File: config.mk
export PLATFORM = sky130hd
export DESIGN_NAME = evt_ctr_pair
export DESIGN_NICKNAME = d
export VERILOG_FILES = /design/src/rtl/evt_ctr_pkg.sv /design/src/rtl/evt_rst_sync.sv /design/src/rtl/evt_pin_edge.sv /design/src/rtl/evt_counter.sv /design/src/rtl/evt_ctr_pair.sv
export SDC_FILE = /design/constraint.sdc
export NUM_CORES = 1
export LEC_CHECK = 0
export BUFFER_PORTS_ARGS = -buffer_cell sky130_fd_sc_hd__buf_2
export CORE_MARGIN = 1
export CORE_UTILIZATION = 51
export CTS_CLUSTER_SIZE = 8
export DETAILED_ROUTE_END_ITERATION = 6
export HOLD_SLACK_MARGIN = 0.02
export PLACE_DENSITY = 0.74
export SLEW_MARGIN = 20
export SYNTH_ARGS = -nofsm -noshare
export SYNTH_HDL_FRONTEND = slang
export SYNTH_SLANG_ARGS = --single-unit
export TNS_END_PERCENT = 1
File: constraint.sdc
create_clock -name clk -period 1.6 [get_ports clk]
set_input_delay 0.4 -clock clk [delete_from_list [all_inputs] [get_ports clk]]
set_output_delay 0.4 -clock clk [all_outputs]
set_load 0.05 [all_outputs]
File: src/rtl/evt_ctr_pkg.sv
package evt_ctr_pkg;
  localparam int NUM_INT_EVT = 7;
  localparam int SEL_W       = $clog2(NUM_INT_EVT + 1);
  localparam int NUM_CTR     = 2;
endpackage

File: src/rtl/evt_rst_sync.sv
module evt_rst_sync #(
  parameter int STAGES = 2
) (
  input  logic clk,
  input  logic rst_n_in,
  output logic rst_n_out
);
  logic [STAGES-1:0] sr_q;
  logic [STAGES-1:0] sr_d;

  always_comb begin
    sr_d = {sr_q[STAGES-2:0], 1'b1};
  end

  always_ff @(posedge clk or negedge rst_n_in) begin
    if (!rst_n_in) sr_q <= '0;
    else           sr_q <= sr_d;
  end

  assign rst_n_out = sr_q[STAGES-1];
endmodule

File: src/rtl/evt_pin_edge.sv
module evt_pin_edge #(
  parameter int SYNC_STAGES = 2
) (
  input  logic clk,
  input  logic rst_n,
  input  logic pin,
  output logic rise
);
  logic [SYNC_STAGES:0] sh_q;
  logic [SYNC_STAGES:0] sh_d;

  always_comb begin
    sh_d = {sh_q[SYNC_STAGES-1:0], pin};
  end

  always_ff @(posedge clk or negedge rst_n) begin
    if (!rst_n) sh_q <= '0;
    else        sh_q <= sh_d;
  end

  assign rise = sh_q[SYNC_STAGES-1] & ~sh_q[SYNC_STAGES];

  // a detected edge lasts one cycle only
  p_single_pulse_r6: assert property (@(posedge clk) disable iff (!rst_n)
    rise |=> !rise);
endmodule

File: src/rtl/evt_counter.sv
module evt_counter #(
  parameter int CNT_W   = 16,
  parameter int SHORT_W = 12,
  parameter int DELAY   = 6,
  parameter int NUM_EVT = 7,
  parameter int SEL_W   = 3
) (
  input  logic               clk,
  input  logic               rst_n,
  input  logic [NUM_EVT-1:0] evt,
  input  logic               ext_rise,
  input  logic [SEL_W-1:0]   sel,
  input  logic               rng_short,
  input  logic               ack,
  output logic               irq
);
  logic [NUM_EVT:0] src;
  logic             hit;
  logic             lo_full;
  logic             hi_full;
  logic             ovf;
  logic             cnt_en;
  logic [CNT_W-1:0] cnt_q, cnt_d;
  logic [DELAY-1:0] pipe_q, pipe_d;
  logic             tail;
  logic             irq_q, irq_d;

  assign src = {ext_rise, evt};

  always_comb begin
    hit = 1'b0;
    for (int i = 0; i <= NUM_EVT; i++) begin
      if (sel == SEL_W'(i)) hit = src[i];
    end
  end

  assign lo_full = &cnt_q[SHORT_W-1:0];
  assign hi_full = &cnt_q[CNT_W-1:SHORT_W];
  assign ovf     = hit & lo_full & (rng_short | hi_full);
  assign cnt_en  = hit;
  assign tail    = pipe_q[DELAY-1];

  always_comb begin
    cnt_d  = cnt_q + CNT_W'(1);
    pipe_d = {pipe_q[DELAY-2:0], ovf};
    irq_d  = tail | (irq_q & ~ack);
  end

  always_ff @(posedge clk or negedge rst_n) begin
    if (!rst_n) begin
      cnt_q  <= '0;
      pipe_q <= '0;
      irq_q  <= 1'b0;
    end else begin
      if (cnt_en) cnt_q <= cnt_d;
      pipe_q <= pipe_d;
      irq_q  <= irq_d;
    end
  end

  assign irq = irq_q;

  // an overflow leaves the low range bits at zero
  p_wrap_r3: assert property (@(posedge clk) disable iff (!rst_n)
    ovf |=> (cnt_q[SHORT_W-1:0] == '0));
  // without a selected event the count holds
  p_hold_r5: assert property (@(posedge clk) disable iff (!rst_n)
    !hit |=> $stable(cnt_q));
  // request is sticky without acknowledge
  p_sticky_r7: assert property (@(posedge clk) disable iff (!rst_n)
    (irq_q && !ack) |=> irq_q);
  // acknowledge clears when nothing arrives
  p_ack_clear_r7: assert property (@(posedge clk) disable iff (!rst_n)
    (irq_q && ack && !tail) |=> !irq_q);
  // delayed overflow always sets the request
  p_set_wins_r8: assert property (@(posedge clk) disable iff (!rst_n)
    tail |=> irq_q);
  // the request only rises from the end of the delay line
  p_rise_src_r4: assert property (@(posedge clk) disable iff (!rst_n)
    $rose(irq_q) |-> $past(tail));
endmodule

File: src/rtl/evt_ctr_pair.sv
module evt_ctr_pair
  import evt_ctr_pkg::*;
#(
  parameter int CNT0_W       = 16,
  parameter int CNT0_SHORT_W = 12,
  parameter int CNT1_W       = 12,
  parameter int CNT1_SHORT_W = 8,
  parameter int IRQ_DELAY    = 6,
  parameter int SYNC_STAGES  = 2
) (
  input  logic                   clk,
  input  logic                   rst_n,
  input  logic [NUM_INT_EVT-1:0] evt_strb,
  input  logic [NUM_CTR-1:0]     ext_pin,
  input  logic [SEL_W-1:0]       sel0,
  input  logic [SEL_W-1:0]       sel1,
  input  logic [NUM_CTR-1:0]     rng_short,
  input  logic [NUM_CTR-1:0]     irq_ack,
  output logic [NUM_CTR-1:0]     irq
);
  logic                rst_n_s;
  logic [NUM_CTR-1:0]  ext_rise;

  evt_rst_sync #(.STAGES(2)) u_rst (
    .clk       (clk),
    .rst_n_in  (rst_n),
    .rst_n_out (rst_n_s)
  );

  for (genvar g = 0; g < NUM_CTR; g++) begin : g_ctr
    localparam int CW = (g == 0) ? CNT0_W : CNT1_W;
    localparam int SW = (g == 0) ? CNT0_SHORT_W : CNT1_SHORT_W;
    logic [SEL_W-1:0] sel_g;
    assign sel_g = (g == 0) ? sel0 : sel1;

    evt_pin_edge #(.SYNC_STAGES(SYNC_STAGES)) u_edge (
      .clk   (clk),
      .rst_n (rst_n_s),
      .pin   (ext_pin[g]),
      .rise  (ext_rise[g])
    );

    evt_counter #(
      .CNT_W   (CW),
      .SHORT_W (SW),
      .DELAY   (IRQ_DELAY),
      .NUM_EVT (NUM_INT_EVT),
      .SEL_W   (SEL_W)
    ) u_cnt (
      .clk       (clk),
      .rst_n     (rst_n_s),
      .evt       (evt_strb),
      .ext_rise  (ext_rise[g]),
      .sel       (sel_g),
      .rng_short (rng_short[g]),
      .ack       (irq_ack[g]),
      .irq       (irq[g])
    );
  end
endmodule

# Yosys cells after proc, flatten, opt, wreduce, memory -nomap -nowiden
# Index checks and enable logic that the tools add are counted.
[totals]
ff_bits = 50
in_bits = 21
out_inout_bits = 2
elab_cells = 63
[classes]
add_sub_neg = 2
n_eq_ne = 14
n_mux = 16
bitwise = 16
n_reduce_logical = 6
[op_table]
columns = ["op", "n"]
rows = [
  ["3-bit equality test, second input constant", 8],
  ["16-bit by 1-bit adder with 16-bit output, second input constant", 1],
  ["1-bit two-way mux", 16],
  ["12-bit by 1-bit adder with 12-bit output, second input constant", 1],
  ["3-bit by 2-bit equality test with 1-bit output, second input constant", 4],
  ["12-bit AND reduction", 1],
  ["1-bit AND", 8],
  ["4-bit AND reduction", 2],
  ["8-bit AND reduction", 1],
  ["3-bit by 1-bit equality test with 1-bit output, second input constant", 2],
  ["3-bit logical NOT", 2],
  ["1-bit NOT", 4],
  ["1-bit OR", 4],
]

# Logic depth before layout (Yosys ltp)
# Gate-level depths: netlist of the first run.
[depth]
depth_word = 11
ltp_mapped = 6
mapped_depth_nobuf = 6

# Hierarchy
# From an unflattened synthesis of the first run, not the netlist that was laid out.
[unflattened]
hier_cells = 156
hier_area_um2 = 2064.5
[modules_own_cells]
columns = ["mod", "instances", "cells_each", "area_per_inst_um2", "seq_area_each_um2"]
rows = [
  ["evt_counter at g_ctr[0].u_cnt", 1, 79, 1007.2, 575.6],
  ["evt_counter at g_ctr[1].u_cnt", 1, 66, 825.8, 475.5],
  ["evt_pin_edge", 2, 4, 88.8, 75.1],
  ["evt_rst_sync", 1, 3, 53.8, 50.0],
]

# Worst setup path after synthesis of the first run
# No wires, ideal clock.
[synth_timing]
path_type = "input to register"
startpoint = "in sel0[0]"
endpoint = "reg g_ctr[0].u_cnt.cnt_q[1]"
setup_ps = 125
arrival_ps = 1674
required_ps = 1475
setup_slack_ps = -199
stages = 4
path_buffers = 1
cell_sequence = "mux4_1 mux2i_4 buf_6 mux2_2"
[synth_between]
elab_chain_len = 9
elab_cells_between_ends = 16
cone_classes = "eq/ne (7); mux (8); reduce/logical (1)"
[synth_rtl]
columns = ["item", "line_no", "text"]
rows = [
  ["from (decl)", "evt_ctr_pair.sv:15", "input logic [SEL_W-1:0] sel0,"],
  ["3-bit logical NOT", "evt_counter.sv:33", "if (sel == SEL_W'(i)) hit = src[i];"],
  ["1-bit two-way mux (7 in a row)", "evt_counter.sv:33", ""],
  ["1-bit two-way mux *", "evt_counter.sv:33", ""],
  ["to (signal assigned)", "evt_counter.sv:55", "if (cnt_en) cnt_q <= cnt_d;"],
  ["to (decl)", "evt_counter.sv:23", "logic [CNT_W-1:0] cnt_q, cnt_d;"],
]
# Mark *: on every way between the ends. The rest lies on a longest branch, timed or not.
# A chain may end at the register's enable or synchronous reset.

# Worst setup path in the final report of the first run
[layout_timing]
startpoint = "reg g_ctr[0].u_edge.sh_q[1]"
endpoint = "reg g_ctr[0].u_cnt.cnt_q[1]"
[layout_between]
elab_chain_len = 2
[layout_rtl]
columns = ["item", "line_no", "text"]
rows = [
  ["from (decl)", "evt_pin_edge.sv:9", "logic [SYNC_STAGES:0] sh_q;"],
  ["from (signal assigned)", "evt_pin_edge.sv:17", "if (!rst_n) sh_q <= '0;"],
  ["from (signal assigned)", "evt_pin_edge.sv:18", "else sh_q <= sh_d;"],
  ["1-bit AND", "evt_pin_edge.sv:21", "assign rise = sh_q[SYNC_STAGES-1] & ~sh_q[SYNC_STAGES];"],
  ["1-bit two-way mux", "evt_counter.sv:33", ""],
]
# No other way between the ends.

==> results.txt, run 1 <==
WL/cell = 14.7 um
Syn Nets = 170
Pins Over Slew Limit = 0
HP Class = flip-flop to asynchronous set/reset pin
Chip Height = 64.9 um
filler cell count = 306
RSZ-0062 raised after global routing = yes
proportion of layout cells with a drive suffix above 1 = 0.288
GRT overflow = 0
grt met2 use = 0.333
Total Die Area = 4220 um2
Final Critical Period = 1.78 ns
area of the multi-input gates = 754 um2
HPWL after detailed placement = 2.43 mm
CP Capture Type = flip-flop
area of the mapped netlist = 2020 um2
H-tree Lvls = 2
failing checks = negative setup slack
busiest grt layer = met2
Max Cap Viol = 0
met3 Use GR = 0.0423
post-route cell area = 2380 um2
clock skew = 0.00365 ns
Root Driver = clkbuf_8
CP max-delay cell = mux4_2
global router's overall resource usage = 0.195
IO Pins = 23
post-synthesis register bit count = 50
ys async rst share = 1.00
Placed Instance Area = 2240 um2
Num CTS Buffers = 5
core area = 3740 um2
DR vias/cell = 5.30
Seq/Total Area, Yosys = 0.619
Clock Sinks = 50
1st-iter DRT viols = 39
# diodes = 0
# DRC = 0
Buf/Inv on CP = 1
cells along the critical path = nor2b_1, mux4_2, mux2i_4, buf_4, mux2_4
Worst EP required = 1.78 ns
YS warnings = 0
crit share post-route = 1.11
Max Freq = 562 MHz
# setup viols final = 29
Die X = 64.9 um
initial antenna violation count = 0
# rows = 22
largest net degree at the start of global routing = 38
storage element area = 1250 um2
Most used DFF post-synth = dfrtp_1
largest vdd supply drop = 638 uV
Setup CP Type = flip-flop to flip-flop
vias in the first global route = 1340
initial core utilization = 0.540
Tot Pwr = 0.00312 W
crit path max fanout = 3
CTS tree = yes
total number of vias = 1230
fin nets = 206
DRT Wirelength = 3.42 mm
Largest stage delay, worst path = 0.50 ns
Fin. Hold Viols = 0
leakage = 1.18 nW
clock latency at the later pin of the worst-skew pair = 0.29 ns
first-pass GRT wire length = 6.00 mm
Placer Congestion = 0.752
Post-Syn Area per Cell = 13.7 um2
worst path arrival time = 1.96 ns
area grow syn2layout = 17.8%
total negative slack = -2.83 ns
Port Buf Inserts = 22
clock tree buffer depth = 2
Pre-antenna DRT Iters = 4
CP delay by family, top = multiplexers
Startpoint Class = flip-flop
Post-synth EDFFs = 0
post-synthesis cell count = 147
outcome = complete, but fails checks
Routed Antenna Nets = 0
pwr dens = 1310 nW/um2
PnR worst setup slack = -0.179 ns
clk slew on worst S/H paths = 0.08 ns
GR Util met1 = 0.234
post-synth cell types = 27
-- timing repair --
action | in CTS | in global routing
hold buffers | 1 | 0
hold endpoints to repair | 2 | 0
buffers inserted | 0 | 0
resized for setup | 3 | 3
pin swaps | 0 | 0
setup endpoints to repair | 29 | 29
gates cloned | 0 | 0
-- synth_stat cells, types with 3 or more instances --
master,count,area share
nor3b_1,3,0.011
nor2_1,7,0.013
nand4_1,4,0.012
xor2_1,21,0.091
nand3_1,5,0.012
dfrtp_1,50,0.62
nand2_1,10,0.019
nor3_1,6,0.015
nor4_1,7,0.022
xnor2_1,5,0.022
-- area by class of cell --
class | count | share of cell area
sequential | 50 | 0.526
multi-input combinational | 91 | 0.317
timing repair buffer | 33 | 0.0904
clock buffer | 7 | 0.0363
tap | 48 | 0.0252
inverter | 2 | 0.00315
clock inverter | 1 | 0.00210
-- cells by family after synthesis --
logic type      share of synthesized area
xor+xnor                            0.113
mux                                0.0774
simple gates                        0.138
other cells                       0.00186
compound gates                     0.0161
buf+inv                            0.0223
fa+ha+maj                          0.0124
flops                               0.619
-- per-stage QoR --
step                 util  std cells  hold slack (ns)  setup slack (ns)
floorplan               -        147            0.104            -0.139
global placement    0.599        223            0.144            -0.186
detailed placement  0.599        223            0.148            -0.232
CTS                 0.630        232            0.158            -0.172
global route        0.636        232            0.174            -0.266
finish              0.636        232            0.149            -0.179
-- sequential cells by signal, indices dropped and copies added, names as in the netlist --
signal,cells
g_ctr.u_cnt.cnt_q,28
u_rst.sr_q,2
g_ctr.u_cnt.pipe_q,12
g_ctr.u_edge.sh_q,6
g_ctr.u_cnt.irq,2
-- routing by layer --
layer	wire (um)	share of wire	vias to the layer above
met5	0	0	-
met4	55	0.016	0
met3	123	0.036	7
met2	1820	0.53	33
met1	1410	0.41	613
li1	-	-	577
-- cells in the final DEF (no fill, tap or decap) --
| cell | count |
|---|---|
| and3_1 | 1 |
| clkbuf_1 | 1 |
| nand2_1 | 10 |
| dlygate4sd3_1 | 1 |
| nor3b_1 | 3 |
| nand3_1 | 5 |
| buf_6 | 2 |
| mux2_4 | 2 |
| clkbuf_8 | 6 |
| nand2b_1 | 1 |
| nand2b_4 | 1 |
| ha_1 | 2 |
| inv_1 | 2 |
| mux2i_2 | 1 |
| xnor2_2 | 2 |
| buf_2 | 22 |
| nand4_1 | 4 |
| nor2b_1 | 1 |
| dfrtp_2 | 1 |
| nand3b_4 | 1 |
| a41oi_1 | 2 |
| a21o_1 | 2 |
| buf_4 | 7 |
| mux4_2 | 4 |
| nor2b_4 | 1 |
| mux2i_4 | 1 |
| conb_1 | 1 |
| xor2_1 | 21 |
| dfrtp_1 | 49 |
| xnor2_1 | 3 |
| buf_12 | 1 |
| nor2_1 | 7 |
| clkinv_2 | 1 |
| nor3_1 | 6 |
| nor4_1 | 7 |
| nor4b_1 | 2 |
-- power breakdown --
group | leakage (nW) | internal [W] | switching [W] | total [W]
combinational | 0.504 | 0.000355 | 0.000309 | 0.000664
clock | 0.0482 | 0.000349 | 0.000369 | 0.000717
sequential | 0.629 | 0.00149 | 0.000249 | 0.00174
total | 1.18 | 0.00219 | 0.000926 | 0.00312
-- final timing paths --
kind / start / end / depth (start not counted) / slack, ns
hold / removal: u_rst.sr_q[1] / g_ctr[0].u_edge.sh_q[2] / 0 / 0.15
setup / recovery: g_ctr[0].u_edge.sh_q[1] / g_ctr[0].u_cnt.cnt_q[1] / 5 / -0.18
min in group clk: ext_pin[1] / g_ctr[1].u_edge.sh_q[0] / 1 / 0.21
max in group asynchronous: u_rst.sr_q[1] / g_ctr[1].u_cnt.pipe_q[4] / 1 / 0.98
hold reg to reg: u_rst.sr_q[1] / g_ctr[0].u_edge.sh_q[2] / 0 / 0.15
setup reg to reg: g_ctr[0].u_edge.sh_q[1] / g_ctr[0].u_cnt.cnt_q[1] / 5 / -0.18
No activity file was read; power rests on OpenSTA's default activity.
==> run 2, diff against run 1 <==
==> constraint.sdc (replaced) <==
create_clock -name clk -period 1.5 [get_ports clk]
set_input_delay 0.375 -clock clk [delete_from_list [all_inputs] [get_ports clk]]
set_output_delay 0.375 -clock clk [all_outputs]
set_load 0.05 [all_outputs]
==> results.txt, run 2 (synthesis gave the netlist of run 1 again) <==
outcome = complete, but fails checks
failing checks = negative setup slack
Worst EP required = 1.69 ns (-0.09 ns)
CP Capture Type = flip-flop
initial core utilization = 0.540 (unchanged)
Largest regs = g_ctr.u_cnt.cnt_q (28), g_ctr.u_cnt.pipe_q (12), g_ctr.u_edge.sh_q (6)
max FFs per register = 28 (unchanged)
Routed Antenna Nets = 0 (unchanged)
WL/cell = 14.1 um (-4.1%)
clk slew on worst S/H paths = 0.08 ns (about the same)
largest vdd supply drop = 617 uV (-3.2%)
1st-iter DRT viols = 44 (+13%)
commonest non-fill, non-tap cells in the layout = dfrtp_1, buf_2, xor2_1
Port Buf Inserts = 22 (unchanged)
placed cells = 222 (-0.45%)
Placer Congestion = 0.806 (+7.3%)
DRT Wirelength = 3.31 mm (-3.2%)
HPWL after detailed placement = 2.32 mm (-4.3%)
Final Critical Period = 1.76 ns (-0.0207 ns)
Pre-antenna DRT Iters = 5 (+1)
cells along the critical path = nor2b_1, mux4_2, mux2i_4, buf_6, mux2_4
area grow syn2layout = 20.0%
largest net degree at the start of global routing = 36 (-5.3%)
core area = 3740 um2 (unchanged)
Max Cap Viol = 0 (unchanged)
Top reg by flops = g_ctr.u_cnt.cnt_q
global router's overall resource usage = 0.185 (-0.00928)
CTS tree = yes
Largest stage delay, worst path = 0.49 ns (about the same)
Chip Height = 64.9 um (unchanged)
Placed Instance Area = 2250 um2 (+0.22%)
Max Freq = 569 MHz (+1.2%)
H-tree Lvls = 2 (unchanged)
commonest non-fill, non-tap cell in the layout = dfrtp_1
Num CTS Buffers = 5 (unchanged)
fin nets = 208 (+0.97%)
total number of vias = 1243 (+1.1%)
Total Die Area = 4220 um2 (unchanged)
leakage = 1.20 nW (+1.8%)
worst path arrival time = 1.95 ns (about the same)
post-route cell area = 2420 um2 (+1.8%)
crit share post-route = 1.17 (+0.0603)
Root Driver = clkbuf_8
Place WS = -0.302 ns (-0.0703 ns)
PnR worst setup slack = -0.259 ns (-0.0793 ns)
HP Class = flip-flop to asynchronous set/reset pin
proportion of layout cells with a drive suffix above 1 = 0.306 (+0.0184)
Fin. Hold Viols = 0 (unchanged)
fin cells = 234 (+0.86%)
clock skew = 0.00484 ns (+0.00119 ns)
Setup CP Type = flip-flop to flip-flop
initial antenna violation count = 0 (unchanged)
Pins Over Slew Limit = 0 (unchanged)
first-pass GRT wire length = 5.71 mm (-4.9%)
# setup viols final = 30 (+3.4%)
GRT overflow = 0 (unchanged)
pwr dens = 1400 nW/um2 (+6.6%)
CP max-delay cell = mux4_2
DR vias/cell = 5.31 (+0.19%)
# rows = 22 (unchanged)
Clock Sinks = 50 (unchanged)
clock latency at the later pin of the worst-skew pair = 0.30 ns (about the same)
# diodes = 0 (unchanged)
# DRC = 0 (unchanged)
crit path max fanout = 7 (+4)
Startpoint Class = flip-flop
IO Pins = 23 (unchanged)
RSZ-0062 raised after global routing = yes
Die X = 64.9 um (unchanged)
clock tree buffer depth = 2 (unchanged)
vias in the first global route = 1314 (-1.9%)
## run 2: cell type report
cell class,count,area (um2)
flip-flops and latches,50,1250
well taps,48,60.1
inverters,2,7.51
repair buffers,35,239
clock buffers,7,86.3
multi-input cells,91,774
clock inverters,1,5.00
fillers,284,1320
## run 2: layer usage
layer | vias to the layer above | global-route usage | part of all wire
met5 | - | 0 | 0
met4 | 0 | 0.0583 | 0.029
met3 | 10 | 0.0581 | 0.050
met2 | 44 | 0.319 | 0.51
met1 | 606 | 0.220 | 0.41
li1 | 583 | - | -
## run 2: final timing paths
kind / endpoint / from / slack [ns] / cells past startpoint
worst max-delay path: g_ctr[1].u_cnt.cnt_q[1] / g_ctr[1].u_edge.sh_q[1] / -0.26 / 5
worst min-delay path: g_ctr[1].u_cnt.cnt_q[4] / u_rst.sr_q[1] / 0.17 / 0
worst max register to register: g_ctr[1].u_cnt.cnt_q[1] / g_ctr[1].u_edge.sh_q[1] / -0.26 / 5
worst min register to register: g_ctr[1].u_cnt.cnt_q[4] / u_rst.sr_q[1] / 0.17 / 0
max in group asynchronous: g_ctr[1].u_cnt.irq / u_rst.sr_q[1] / 0.85 / 1
min in group clk: g_ctr[1].u_edge.sh_q[0] / ext_pin[1] / 0.18 / 1
## run 2: power breakdown
group	switching, W	internal [W]
combinational	0.000365	0.000421
clock	0.000404	0.000372
sequential	0.000237	0.00159
## run 2: what timing repair did
| item | 4_1_cts | 5_1_grt |
|---|---|---|
| gates resized for setup | 1 | 8 |
| endpoints found under the hold margin | 2 | 0 |
| pin swaps | 1 | 1 |
| hold buffers | 1 | 0 |
| cloned | 0 | 1 |
| setup buffers | 0 | 2 |
| setup endpoints to repair | 30 | 30 |
## run 2: through the flow
step	TNS, ns	hold WS (ns)	power [W]	utilization
after floorplan	-2.90	0.0794	0.00227	-
after global placement	-5.63	0.160	0.00246	0.600
after detailed placement	-6.72	0.166	0.00254	0.600
after CTS	-5.77	0.167	0.00333	0.628
after global routing	-7.44	0.159	0.00357	0.648
final	-5.40	0.169	0.00339	0.648
## run 2: critical path: cells and delay by family (launching register included)
kind	cells	cell delay, ns
buffers and inverters	1	0.16
and+or+nand+nor	1	0.13
DFF	1	0.38
muxes	3	0.97
